$ cat src/rtl/lkb_pkg.sv
`timescale 1ns/1ps
package lkb_pkg;

    localparam int BEAT_BYTES_DEF  = 16;
    localparam int FRAME_BYTES_DEF = 64;
    localparam int KEEP_BYTES_DEF  = 34;

    typedef enum logic [1:0] {
        MODE_FLOW  = 2'd0,
        MODE_CMP   = 2'd1,
        MODE_TRUNC = 2'd2,
        MODE_RSVD  = 2'd3
    } xfer_mode_e;

    typedef enum logic [2:0] {
        ST_IDLE,
        ST_FLOW,
        ST_CHI,
        ST_TR,
        ST_PAD,
        ST_WAIT,
        ST_DRAIN
    } fmt_state_e;

    typedef enum logic [2:0] {
        EM_NONE,
        EM_PASS,
        EM_CLO,
        EM_CHI,
        EM_TRUNC,
        EM_ZERO,
        EM_WAIT
    } emit_kind_e;

    typedef struct packed {
        emit_kind_e kind;
        logic       last;
    } emit_t;

    // Reserved encoding falls back to the form every receiver accepts.
    function automatic xfer_mode_e norm_mode(input logic [1:0] m);
        xfer_mode_e r;
        case (m)
            2'd0:    r = MODE_FLOW;
            2'd1:    r = MODE_CMP;
            default: r = MODE_TRUNC;
        endcase
        return r;
    endfunction

endpackage

$ cat src/rtl/lkb_lane_mask.sv
`timescale 1ns/1ps
module lkb_lane_mask #(
    parameter int LANES = 16,
    localparam int CNT_W = $clog2(LANES + 1)
) (
    input  logic [CNT_W-1:0] count,
    output logic [LANES-1:0] lane_en
);
    for (genvar i = 0; i < LANES; i++) begin : g_lane
        assign lane_en[i] = (32'(count) > 32'(i));
    end
endmodule

$ cat src/rtl/lkb_trunc_mask.sv
`timescale 1ns/1ps
module lkb_trunc_mask #(
    parameter int BEAT_BYTES = 16,
    parameter int KEEP_BYTES = 34,
    parameter int IDX_W      = 2,
    localparam int BEAT_W    = BEAT_BYTES * 8
) (
    input  logic [BEAT_W-1:0]     data_in,
    input  logic [IDX_W-1:0]      beat_idx,
    input  logic                  last,
    input  logic [BEAT_BYTES-1:0] tail_en,
    output logic [BEAT_W-1:0]     data_out
);
    for (genvar i = 0; i < BEAT_BYTES; i++) begin : g_byte
        logic in_hdr;
        logic in_pkt;
        assign in_hdr = (32'(beat_idx) * 32'(BEAT_BYTES) + 32'(i)) < 32'(KEEP_BYTES);
        assign in_pkt = !last || tail_en[i];
        assign data_out[8*i +: 8] = (in_hdr && in_pkt) ? data_in[8*i +: 8] : 8'h00;
    end
endmodule

$ cat src/rtl/lkb_ctrl.sv
`timescale 1ns/1ps
module lkb_ctrl
    import lkb_pkg::*;
#(
    parameter int FRAME_BEATS = 4,
    localparam int IDX_W = (FRAME_BEATS > 1) ? $clog2(FRAME_BEATS) : 1
) (
    input  logic             clk,
    input  logic             rst,
    input  logic [1:0]       cfg_mode,
    input  logic             in_valid,
    input  logic             in_sop,
    input  logic             in_eop,
    output logic             in_ready,
    output emit_t            emit,
    output logic [IDX_W-1:0] beat_idx,
    output xfer_mode_e       mode_o
);
    localparam logic [IDX_W-1:0] LAST_IDX = IDX_W'(FRAME_BEATS - 1);

    fmt_state_e       state_q, state_n;
    xfer_mode_e       mode_q, mode_n;
    logic [IDX_W-1:0] cnt_q, cnt_n;
    logic             drain_q, drain_n;
    logic             accept;
    logic             tr_take;

    always_comb begin
        case (state_q)
            ST_IDLE, ST_FLOW, ST_TR, ST_DRAIN: in_ready = 1'b1;
            default:                           in_ready = 1'b0;
        endcase
    end

    assign accept   = in_valid && in_ready;
    assign beat_idx = cnt_q;
    assign mode_o   = mode_q;

    always_comb begin
        state_n = state_q;
        mode_n  = mode_q;
        cnt_n   = cnt_q;
        drain_n = drain_q;
        tr_take = 1'b0;
        emit    = '{kind: EM_NONE, last: 1'b0};
        case (state_q)
            ST_IDLE: begin
                if (accept && in_sop) begin
                    mode_n = norm_mode(cfg_mode);
                    case (mode_n)
                        MODE_FLOW: begin
                            emit    = '{kind: EM_PASS, last: in_eop};
                            state_n = in_eop ? ST_WAIT : ST_FLOW;
                        end
                        MODE_CMP: begin
                            emit    = '{kind: EM_CLO, last: 1'b0};
                            drain_n = !in_eop;
                            state_n = ST_CHI;
                        end
                        default: tr_take = 1'b1;
                    endcase
                end
            end
            ST_FLOW: begin
                if (accept) begin
                    emit = '{kind: EM_PASS, last: in_eop};
                    if (in_eop) state_n = ST_WAIT;
                end
            end
            ST_CHI: begin
                emit    = '{kind: EM_CHI, last: 1'b1};
                state_n = drain_q ? ST_DRAIN : ST_IDLE;
            end
            ST_TR: begin
                if (accept) tr_take = 1'b1;
            end
            ST_PAD: begin
                emit = '{kind: EM_ZERO, last: 1'b0};
                if (cnt_q == LAST_IDX) begin
                    state_n = ST_WAIT;
                    drain_n = 1'b0;
                    cnt_n   = '0;
                end else begin
                    cnt_n = cnt_q + 1'b1;
                end
            end
            ST_WAIT: begin
                emit    = '{kind: EM_WAIT, last: 1'b0};
                state_n = drain_q ? ST_DRAIN : ST_IDLE;
            end
            ST_DRAIN: begin
                if (accept && in_eop) begin
                    state_n = ST_IDLE;
                    drain_n = 1'b0;
                end
            end
            default: state_n = ST_IDLE;
        endcase

        if (tr_take) begin
            emit = '{kind: EM_TRUNC, last: in_eop};
            if (cnt_q == LAST_IDX) begin
                state_n = ST_WAIT;
                drain_n = !in_eop;
                cnt_n   = '0;
            end else begin
                cnt_n   = cnt_q + 1'b1;
                state_n = in_eop ? ST_PAD : ST_TR;
            end
        end
    end

    always_ff @(posedge clk) begin
        if (rst) begin
            state_q <= ST_IDLE;
            mode_q  <= MODE_FLOW;
            cnt_q   <= '0;
            drain_q <= 1'b0;
        end else begin
            state_q <= state_n;
            mode_q  <= mode_n;
            cnt_q   <= cnt_n;
            drain_q <= drain_n;
        end
    end

    // the latched mode moves only on an accepted start beat
    assert_mode_hold_R9: assert property (@(posedge clk) disable iff (rst)
        !(accept && in_sop && state_q == ST_IDLE) |=> $stable(mode_q));

    // the second compact header beat is never followed by a wait cycle
    assert_compact_no_wait_R5: assert property (@(posedge clk) disable iff (rst)
        (state_q == ST_CHI) |=> (state_q != ST_WAIT));

endmodule

$ cat src/rtl/lkbus_tx_fmt.sv
`timescale 1ns/1ps
module lkbus_tx_fmt
    import lkb_pkg::*;
#(
    parameter int BEAT_BYTES  = BEAT_BYTES_DEF,
    parameter int FRAME_BYTES = FRAME_BYTES_DEF,
    parameter int KEEP_BYTES  = KEEP_BYTES_DEF,
    localparam int BEAT_W      = BEAT_BYTES * 8,
    localparam int BCNT_W      = $clog2(BEAT_BYTES + 1),
    localparam int FRAME_BEATS = FRAME_BYTES / BEAT_BYTES,
    localparam int IDX_W       = (FRAME_BEATS > 1) ? $clog2(FRAME_BEATS) : 1
) (
    input  logic                  clk,
    input  logic                  rst,
    input  logic [1:0]            cfg_mode,
    input  logic                  in_valid,
    output logic                  in_ready,
    input  logic                  in_sop,
    input  logic                  in_eop,
    input  logic [BCNT_W-1:0]     in_bytes,
    input  logic [BEAT_W-1:0]     in_data,
    input  logic [2*BEAT_W-1:0]   cmp_hdr,
    output logic                  bus_valid,
    output logic                  bus_wait,
    output logic [BEAT_W-1:0]     bus_data,
    output logic [BEAT_BYTES-1:0] bus_be
);
    emit_t               emit;
    logic [IDX_W-1:0]    beat_idx;
    xfer_mode_e          mode_q;
    logic [BEAT_BYTES-1:0] tail_en;
    logic [BEAT_W-1:0]   trunc_data;
    logic [BEAT_W-1:0]   hdr_hi_q;

    lkb_ctrl #(.FRAME_BEATS(FRAME_BEATS)) u_ctrl (
        .clk      (clk),
        .rst      (rst),
        .cfg_mode (cfg_mode),
        .in_valid (in_valid),
        .in_sop   (in_sop),
        .in_eop   (in_eop),
        .in_ready (in_ready),
        .emit     (emit),
        .beat_idx (beat_idx),
        .mode_o   (mode_q)
    );

    lkb_lane_mask #(.LANES(BEAT_BYTES)) u_tail (
        .count   (in_bytes),
        .lane_en (tail_en)
    );

    lkb_trunc_mask #(
        .BEAT_BYTES (BEAT_BYTES),
        .KEEP_BYTES (KEEP_BYTES),
        .IDX_W      (IDX_W)
    ) u_trunc (
        .data_in  (in_data),
        .beat_idx (beat_idx),
        .last     (in_eop),
        .tail_en  (tail_en),
        .data_out (trunc_data)
    );

    always_ff @(posedge clk) begin
        if (rst) begin
            hdr_hi_q <= '0;
        end else if (emit.kind == EM_CLO) begin
            hdr_hi_q <= cmp_hdr[2*BEAT_W-1:BEAT_W];
        end
    end

    always_ff @(posedge clk) begin
        if (rst) begin
            bus_valid <= 1'b0;
            bus_wait  <= 1'b0;
            bus_data  <= '0;
            bus_be    <= '0;
        end else begin
            bus_valid <= 1'b0;
            bus_wait  <= 1'b0;
            bus_data  <= '0;
            bus_be    <= '0;
            case (emit.kind)
                EM_PASS: begin
                    bus_valid <= 1'b1;
                    bus_data  <= in_data;
                    bus_be    <= emit.last ? tail_en : '1;
                end
                EM_CLO: begin
                    bus_valid <= 1'b1;
                    bus_data  <= cmp_hdr[BEAT_W-1:0];
                    bus_be    <= '1;
                end
                EM_CHI: begin
                    bus_valid <= 1'b1;
                    bus_data  <= hdr_hi_q;
                    bus_be    <= '1;
                end
                EM_TRUNC: begin
                    bus_valid <= 1'b1;
                    bus_data  <= trunc_data;
                    bus_be    <= '1;
                end
                EM_ZERO: begin
                    bus_valid <= 1'b1;
                    bus_be    <= '1;
                end
                EM_WAIT: bus_wait <= 1'b1;
                default: ;
            endcase
        end
    end

    // a wait cycle carries no beat
    assert_wait_not_valid_R4: assert property (@(posedge clk) disable iff (rst)
        !(bus_valid && bus_wait));

    // a wait cycle directly follows a beat
    assert_wait_after_beat_R4: assert property (@(posedge clk) disable iff (rst)
        bus_wait |-> $past(bus_valid));

    // wait cycles are single
    assert_single_wait_R8: assert property (@(posedge clk) disable iff (rst)
        bus_wait |=> !bus_wait);

    // only flowthrough may carry a partial byte-enable mask
    assert_partial_be_flow_R3: assert property (@(posedge clk) disable iff (rst)
        (bus_valid && bus_be != '1) |-> (mode_q == MODE_FLOW));

endmodule

$ cat config.mk
export PLATFORM = sky130hd
export DESIGN_NAME = lkbus_tx_fmt
export DESIGN_NICKNAME = d
export VERILOG_FILES = /design/src/rtl/lkb_pkg.sv /design/src/rtl/lkb_lane_mask.sv /design/src/rtl/lkb_trunc_mask.sv /design/src/rtl/lkb_ctrl.sv /design/src/rtl/lkbus_tx_fmt.sv
export SDC_FILE = /design/constraint.sdc
export NUM_CORES = 1
export LEC_CHECK = 0
export ABC_AREA = 1
export CAP_MARGIN = 20
export CORE_AREA = 3 3 211 213
export DETAILED_ROUTE_END_ITERATION = 8
export DIE_AREA = 0 0 214 216
export PLACE_DENSITY_LB_ADDON = 0.25
export RECOVER_POWER = 50
export SYNTH_ARGS = -nofsm -noshare
export SYNTH_HDL_FRONTEND = slang
export SYNTH_SLANG_ARGS = --single-unit
$ cat constraint.sdc
create_clock -name clk -period 1.8 [get_ports clk]
set_clock_uncertainty 0.2 [all_clocks]
set_input_delay 0.36 -clock clk [delete_from_list [all_inputs] [get_ports clk]]
set_output_delay 0.36 -clock clk [all_outputs]
set_load 0.02 [all_outputs]
==> results of run 1 <==
==> cell families after synthesis <==
| family | share of synthesized area, % |
|---|---|
| buf+inv | 13.1 |
| compound gates | 13.1 |
| flops | 39.4 |
| fa+ha+maj | 0.0879 |
| simple gates | 34.3 |
==> metrics by stage <==
| stage | setup slack [ns] | TNS [ns] |
|---|---|---|
| after floorplan | -0.0714 | -6.76 |
| after global placement | -0.594 | -133.31 |
| after detailed placement | -0.605 | -143.55 |
| after CTS | -0.271 | -54.39 |
| after global routing | -0.387 | -87.67 |
| final | -0.285 | -52.95 |
==> worst max path at each step <==
| stage | slack [ns] | end |
|---|---|---|
| detailed placement | -0.61 | bus_data[22] |
| global route | -0.39 | bus_data[40] |
| global placement | -0.59 | bus_data[52] |
| finish | -0.28 | bus_data[40] |
| CTS | -0.27 | bus_data[67] |
| floorplan | -0.07 | bus_be[5] |
==> sequential cells by signal, summed over array words and instances (netlist names) <==
| name | flops |
|---|---|
| bus_data | 128 |
| hdr_hi_q | 128 |
| bus_be | 16 |
| u_ctrl.state_q | 3 |
| u_ctrl.beat_idx | 2 |
| bus_valid | 1 |
| bus_wait | 1 |
| u_ctrl.drain_q | 1 |
==> final cells by class <==
type / count / share of cell area, %
repair buffers: 758 / 33.4
multi-input cells: 1456 / 32.2
flip-flops and latches: 280 / 22.4
inverters: 299 / 4.57
clock buffers: 48 / 3.93
well taps: 585 / 2.92
clock inverters: 8 / 0.479
diodes: 4 / 0.0399
repair inverters: 1 / 0.0349
==> worst reg2reg max path, delay by kind of cell, from the launching register on <==
kind | cells | cell delay [ns]
DFF | 1 | 0.36
AOI/OAI and AO/OA | 1 | 0.28
and+or+nand+nor | 7 | 0.69
buffers and inverters | 4 | 0.46
==> repair_timing <==
item                       4_1_cts  5_1_grt
resized for setup              288      244
gates cloned                    18       15
setup endpoints to repair      426      326
pin swaps                       47       57
setup buffers                   23       16
==> per-layer routing <==
metal	part of all wire, %	vias to the layer above	GRT usage [%]
li1	-	8099	-
met1	40	7729	28.2
met2	50	552	44.2
met3	5.8	133	5.15
met4	4.0	2	10.5
met5	0.026	-	0
==> synthesized netlist by cell type, types with 2 or more instances <==
cell        n  area, µm²
buf_8       4       60.1
nand3_1   240       1200
dfxtp_1   280       5610
nand2_1   462       1730
nand3_2    33        330
nand4_1     9       56.3
buf_4      10       75.1
inv_1     296       1110
buf_6      11        124
o211ai_1    2       15.0
a21boi_0  106        796
nor2_4      3       33.8
a21oi_1    38        190
nor3_1      2       10.0
buf_2      57        285
o21ai_1    11       55.1
clkbuf_1   46        173
o21ai_0   136        681
nor2_1    390       1460
inv_2       3       11.3
a21boi_1   15        113
nand2_2     2       12.5
buf_1       8       30.0
==> power by group <==
part | internal (mW) | leakage, nW | switching [mW] | total (mW)
Clock | 4.24 | 0.535 | 2.83 | 7.08
Sequential | 7.40 | 2.28 | 0.466 | 7.87
Combinational | 6.65 | 9.34 | 7.77 | 14.4
Total | 18.3 | 12.2 | 11.1 | 29.4
==> impl_metrics.tcl, run 1 <==
set metrics [dict create \
    critPathSlowestCell "dfxtp_4" \
    io_buffers 542 \
    hold_slack_ns 0.240 \
    async_reset_ff_share_pct 0 \
    relSlewSlack_pct 76.3 \
    placed_cells 3320 \
    synthesis.area_um2 14200 \
    num_rows 76 \
    finalHoldViolCount 0 \
    slew_violations 0 \
    power_density_nw_per_um2 1170 \
    outcome "finished, violations left" \
    synth_edf_count 0 \
    cts.hold.buffers_added 0 \
    r2r-end "bus_data[40]" \
    cpPeakStageDelay_ns 0.36 \
    root_buffer "clkbuf_16" \
    cp_max_fo 22 \
    dpl_cell_area_um2 21900 \
    antenna_found_initial 5 \
    max_freq_mhz 480 \
    ff2ff_setup_slack_ns -0.28 \
    die_h_um 216 \
    final_util_pct 58.5 \
    gr-total-overflow 0 \
    grt_pass1_vias 16400 \
    crit_type "reg2reg" \
    max_slew.worst_pin.slew_ns 0.352 \
    clk_latency_ns 0.54 \
    htreeDepth 2 \
    clock_path_buffers 3 \
    die-area_um2 46200 \
    vias 16500 \
    multi_input_area_um2 8090 \
    area_growth_pct 76.2 \
    wl_mm 61.7 \
    cp_cell_sequence "inv_4, nand2_2, nand2_2, nand2_4, buf_6, nand4_4, nand2_8, buf_12, a21boi_0, nand3_2, nand2_1, inv_1" \
    yosysSeqAreaShare_pct 39.4 \
    cp.depth 12 \
    crit_arrival_ns 2.31 \
    fin_nets 3229 \
    ys_seq_elements 280 \
    synth_nets 2568 \
    period_minus_slack_ns 2.08 \
    cts_buffers 36 \
    syn_avg_cell_area_um2 6.56 \
    rsz0062_at_grt "yes" \
    endpoint_kind "flip-flop" \
    initial_core_util_pct 33.2 \
    fp.dieW_um 214 \
    finalNonFillerCells 3439 \
    place_congestion 0.888 \
    ys.flop_type "dfxtp_1" \
    nFillCells 3808 \
    path_buf_inv 4 \
    r2r_start "u_ctrl.state_q[0]" \
    rr_worst_depth 12 \
    cts_tree "done" \
    avgViaCountPerCell 4.80 \
    ant_nets 0 \
    setup_violations 313 \
    min_to "hdr_hi_q[17]" \
    violations "setup timing" \
    cts.reportedPaths.clkPinSlew_ns 0.06 \
    drc 0 \
    cp.required_ns 2.02 \
    final_area_um2 25100 \
    drt_iter0_drc 1172 \
    vdd_drop_max_mv 0.729 \
    dr.pass1.iters 5 \
    crit_path_start_kind "flip-flop" \
    cp_common_cell "nand2_2" \
    layout_commonest_cell "nand2_1" \
    grt_max_degree 70 \
    drive_above_1_share_pct 21.1 \
    power_mw 29.4 \
    hpwl_mm 41.4 \
    cts.sinks 280 \
    synth.distinct_cells 30 \
    synth_cells 2171 \
    detail_route.wl_per_cell_um 17.9 \
    seq_area_um2 5620 \
    ios 543 \
    holdPathStages 3 \
    max-cap-violations 0 \
    holdCritStartpoint "cmp_hdr[145]" \
    most-common-layout-cells "nand2_1 (428), clkdlybuf4s50_1 (427), nor2_1 (350)" \
    fin_crit_sh_pct 116 \
    grt_pass1_wl_mm 90.6 \
    synth_warnings 0 \
    cp_top_family "simple AND/OR/NAND/NOR gates" \
    grt.total_usage_pct 24.6 \
    p_leak_nw 12.2 \
    hp-class "in2reg" \
    critPathLaunch "u_ctrl.state_q[0]" \
    core_um2 42900 \
    worst_slack_ns -0.285 \
]
No activity file was read; power rests on OpenSTA's default activity.
==> inputs of run 2 (changes only) <==
Settings changed: GPL_TIMING_DRIVEN set to 0.
==> impl_metrics.tcl, run 2 (synthesis gave the netlist of run 1 again) <==
set metrics [dict create \
    gr-total-overflow 0 \
    final_util_pct 56.6 \
    cts.reportedPaths.clkPinSlew_ns 0.06 \
    antenna_found_initial 0 \
    rsz0062_at_grt "yes" \
    n_antenna_cell 0 \
    wl_mm 60.7 \
    place_congestion 0.912 \
    vdd_drop_max_mv 0.694 \
    core_um2 42900 \
    die-area_um2 46200 \
    io_buffers 540 \
    reg_top3 "bus_data: 128 flops, hdr_hi_q: 128 flops, bus_be: 16 flops" \
    grt_max_degree 14 \
    period_minus_slack_ns 2.11 \
    multi_input_area_um2 8190 \
    rr_worst_depth 12 \
    drt_iter0_drc 997 \
    num_rows 76 \
    grt_pass1_wl_mm 87.4 \
    crit_type "reg2reg" \
    critPathLaunch "u_ctrl.state_q[2]" \
    root_buffer "clkbuf_16" \
    slew_violations 0 \
    grt.total_usage_pct 24.0 \
    avgViaCountPerCell 4.71 \
    violations "setup timing" \
    drc 0 \
    seq_area_um2 5620 \
    power_density_nw_per_um2 1210 \
    crit_path_start_kind "flip-flop" \
    layout_commonest_cell "nand2_1" \
    preCtsSetupSlack_ns -1.28 \
    worst_slack_ns -0.306 \
    ff2ff_setup_slack_ns -0.31 \
    power_mw 29.3 \
    detail_route.wl_per_cell_um 17.7 \
    clock_path_buffers 3 \
    drive_above_1_share_pct 20.2 \
    setup_tns_ns -51.54 \
    vias 16100 \
    crit_arrival_ns 2.36 \
    ios 543 \
    fin_nets 3210 \
    cp.required_ns 2.06 \
    cp_max_fo 9 \
    die_h_um 216 \
    initial_core_util_pct 33.2 \
    cts_buffers 37 \
    area_growth_pct 70.6 \
    ant_nets 0 \
    cts_tree "done" \
    cts.sinks 280 \
    hold_slack_ns 0.227 \
    setup_violations 277 \
    outcome "finished, violations left" \
    nFillCells 3941 \
    fin_crit_sh_pct 117 \
    max-cap-violations 0 \
    cts.hold.buffers_added 0 \
    max_freq_mhz 475 \
    r2r-end "bus_be[13]" \
    endpoint "bus_be[13]" \
    dr.pass1.iters 5 \
    relSlewSlack_pct 56.9 \
    finalHoldViolCount 0 \
    r2r_start "u_ctrl.state_q[2]" \
    grt_pass1_vias 15400 \
    most-common-layout-cells "nand2_1 (431), clkdlybuf4s50_1 (392), nor2_1 (376)" \
    endpoint_kind "flip-flop" \
    p_leak_nw 11.8 \
    clk_latency_ns 0.55 \
    htreeDepth 2 \
    fp.dieW_um 214 \
    hp-class "in2reg" \
    max_slew.worst_pin.slew_ns 0.647 \
    hpwl_mm 44.1 \
]
run 2: worst min-delay path by stage:
stage / startpoint / endpoint / depth (start not counted)
floorplan: rst / u_ctrl.beat_idx[1] / 1
global placement: hdr_hi_q[123] / hdr_hi_q[123] / 2
detailed placement: hdr_hi_q[121] / hdr_hi_q[121] / 2
CTS: in_eop / u_ctrl.state_q[0] / 5
global route: cmp_hdr[233] / hdr_hi_q[105] / 3
finish: cmp_hdr[247] / hdr_hi_q[119] / 3
run 2: final cells by class:
| cell class | instances | share of cell area, % |
|---|---|---|
| inverter | 299 | 4.71 |
| timing repair buffer | 604 | 25.4 |
| clock inverter | 13 | 0.546 |
| multi-input combinational | 1456 | 33.7 |
| sequential | 280 | 23.1 |
| tap | 585 | 3.01 |
| clock buffer | 48 | 4.28 |
| buffer | 135 | 5.27 |
run 2: routing by layer:
layer / GRT usage (%) / part of all wire [%]
met1: 28.7 / 41
met2: 43.3 / 50
met3: 4.63 / 5.2
met4: 7.84 / 3.2
met5: 0 / 0
run 2: per-stage QoR:
step                instances  area [µm²]
floorplan                2171       14900
global placement         3296       21000
finish                   3420       24300
CTS                      3384       23000
global route             3420       24300
detailed placement       3297       21000
run 2: power breakdown:
part	internal [mW]	total [mW]	switching, mW
Combinational	6.25	14.2	7.96
Clock	4.35	7.24	2.89
Sequential	7.40	7.84	0.434
run 2: worst max-delay path, cell delays in order (launching register included):
cell and delay [ns]:
dfxtp_4 0.42, inv_6 0.07, nand2_2 0.09, nand2_4 0.09, nand4_1 0.16, nand2_2 0.10, buf_4 0.14, inv_1 0.06
nand2_2 0.06, nor2_4 0.25, buf_6 0.18, nand2_2 0.06, a21oi_2 0.14
run 2: repair_timing:
item | CTS | global route
gates resized for setup | 251 | 525
buffers inserted | 19 | 21
pin swaps | 14 | 32
gates cloned | 7 | 18
setup endpoints to repair | 426 | 390
==> inputs of run 3 (changes only) <==
Settings changed: GPL_TIMING_DRIVEN 0 to 1.
==> results of run 3 <==
Same layout as run 1: the final DEF is identical, and so are final timing and power.
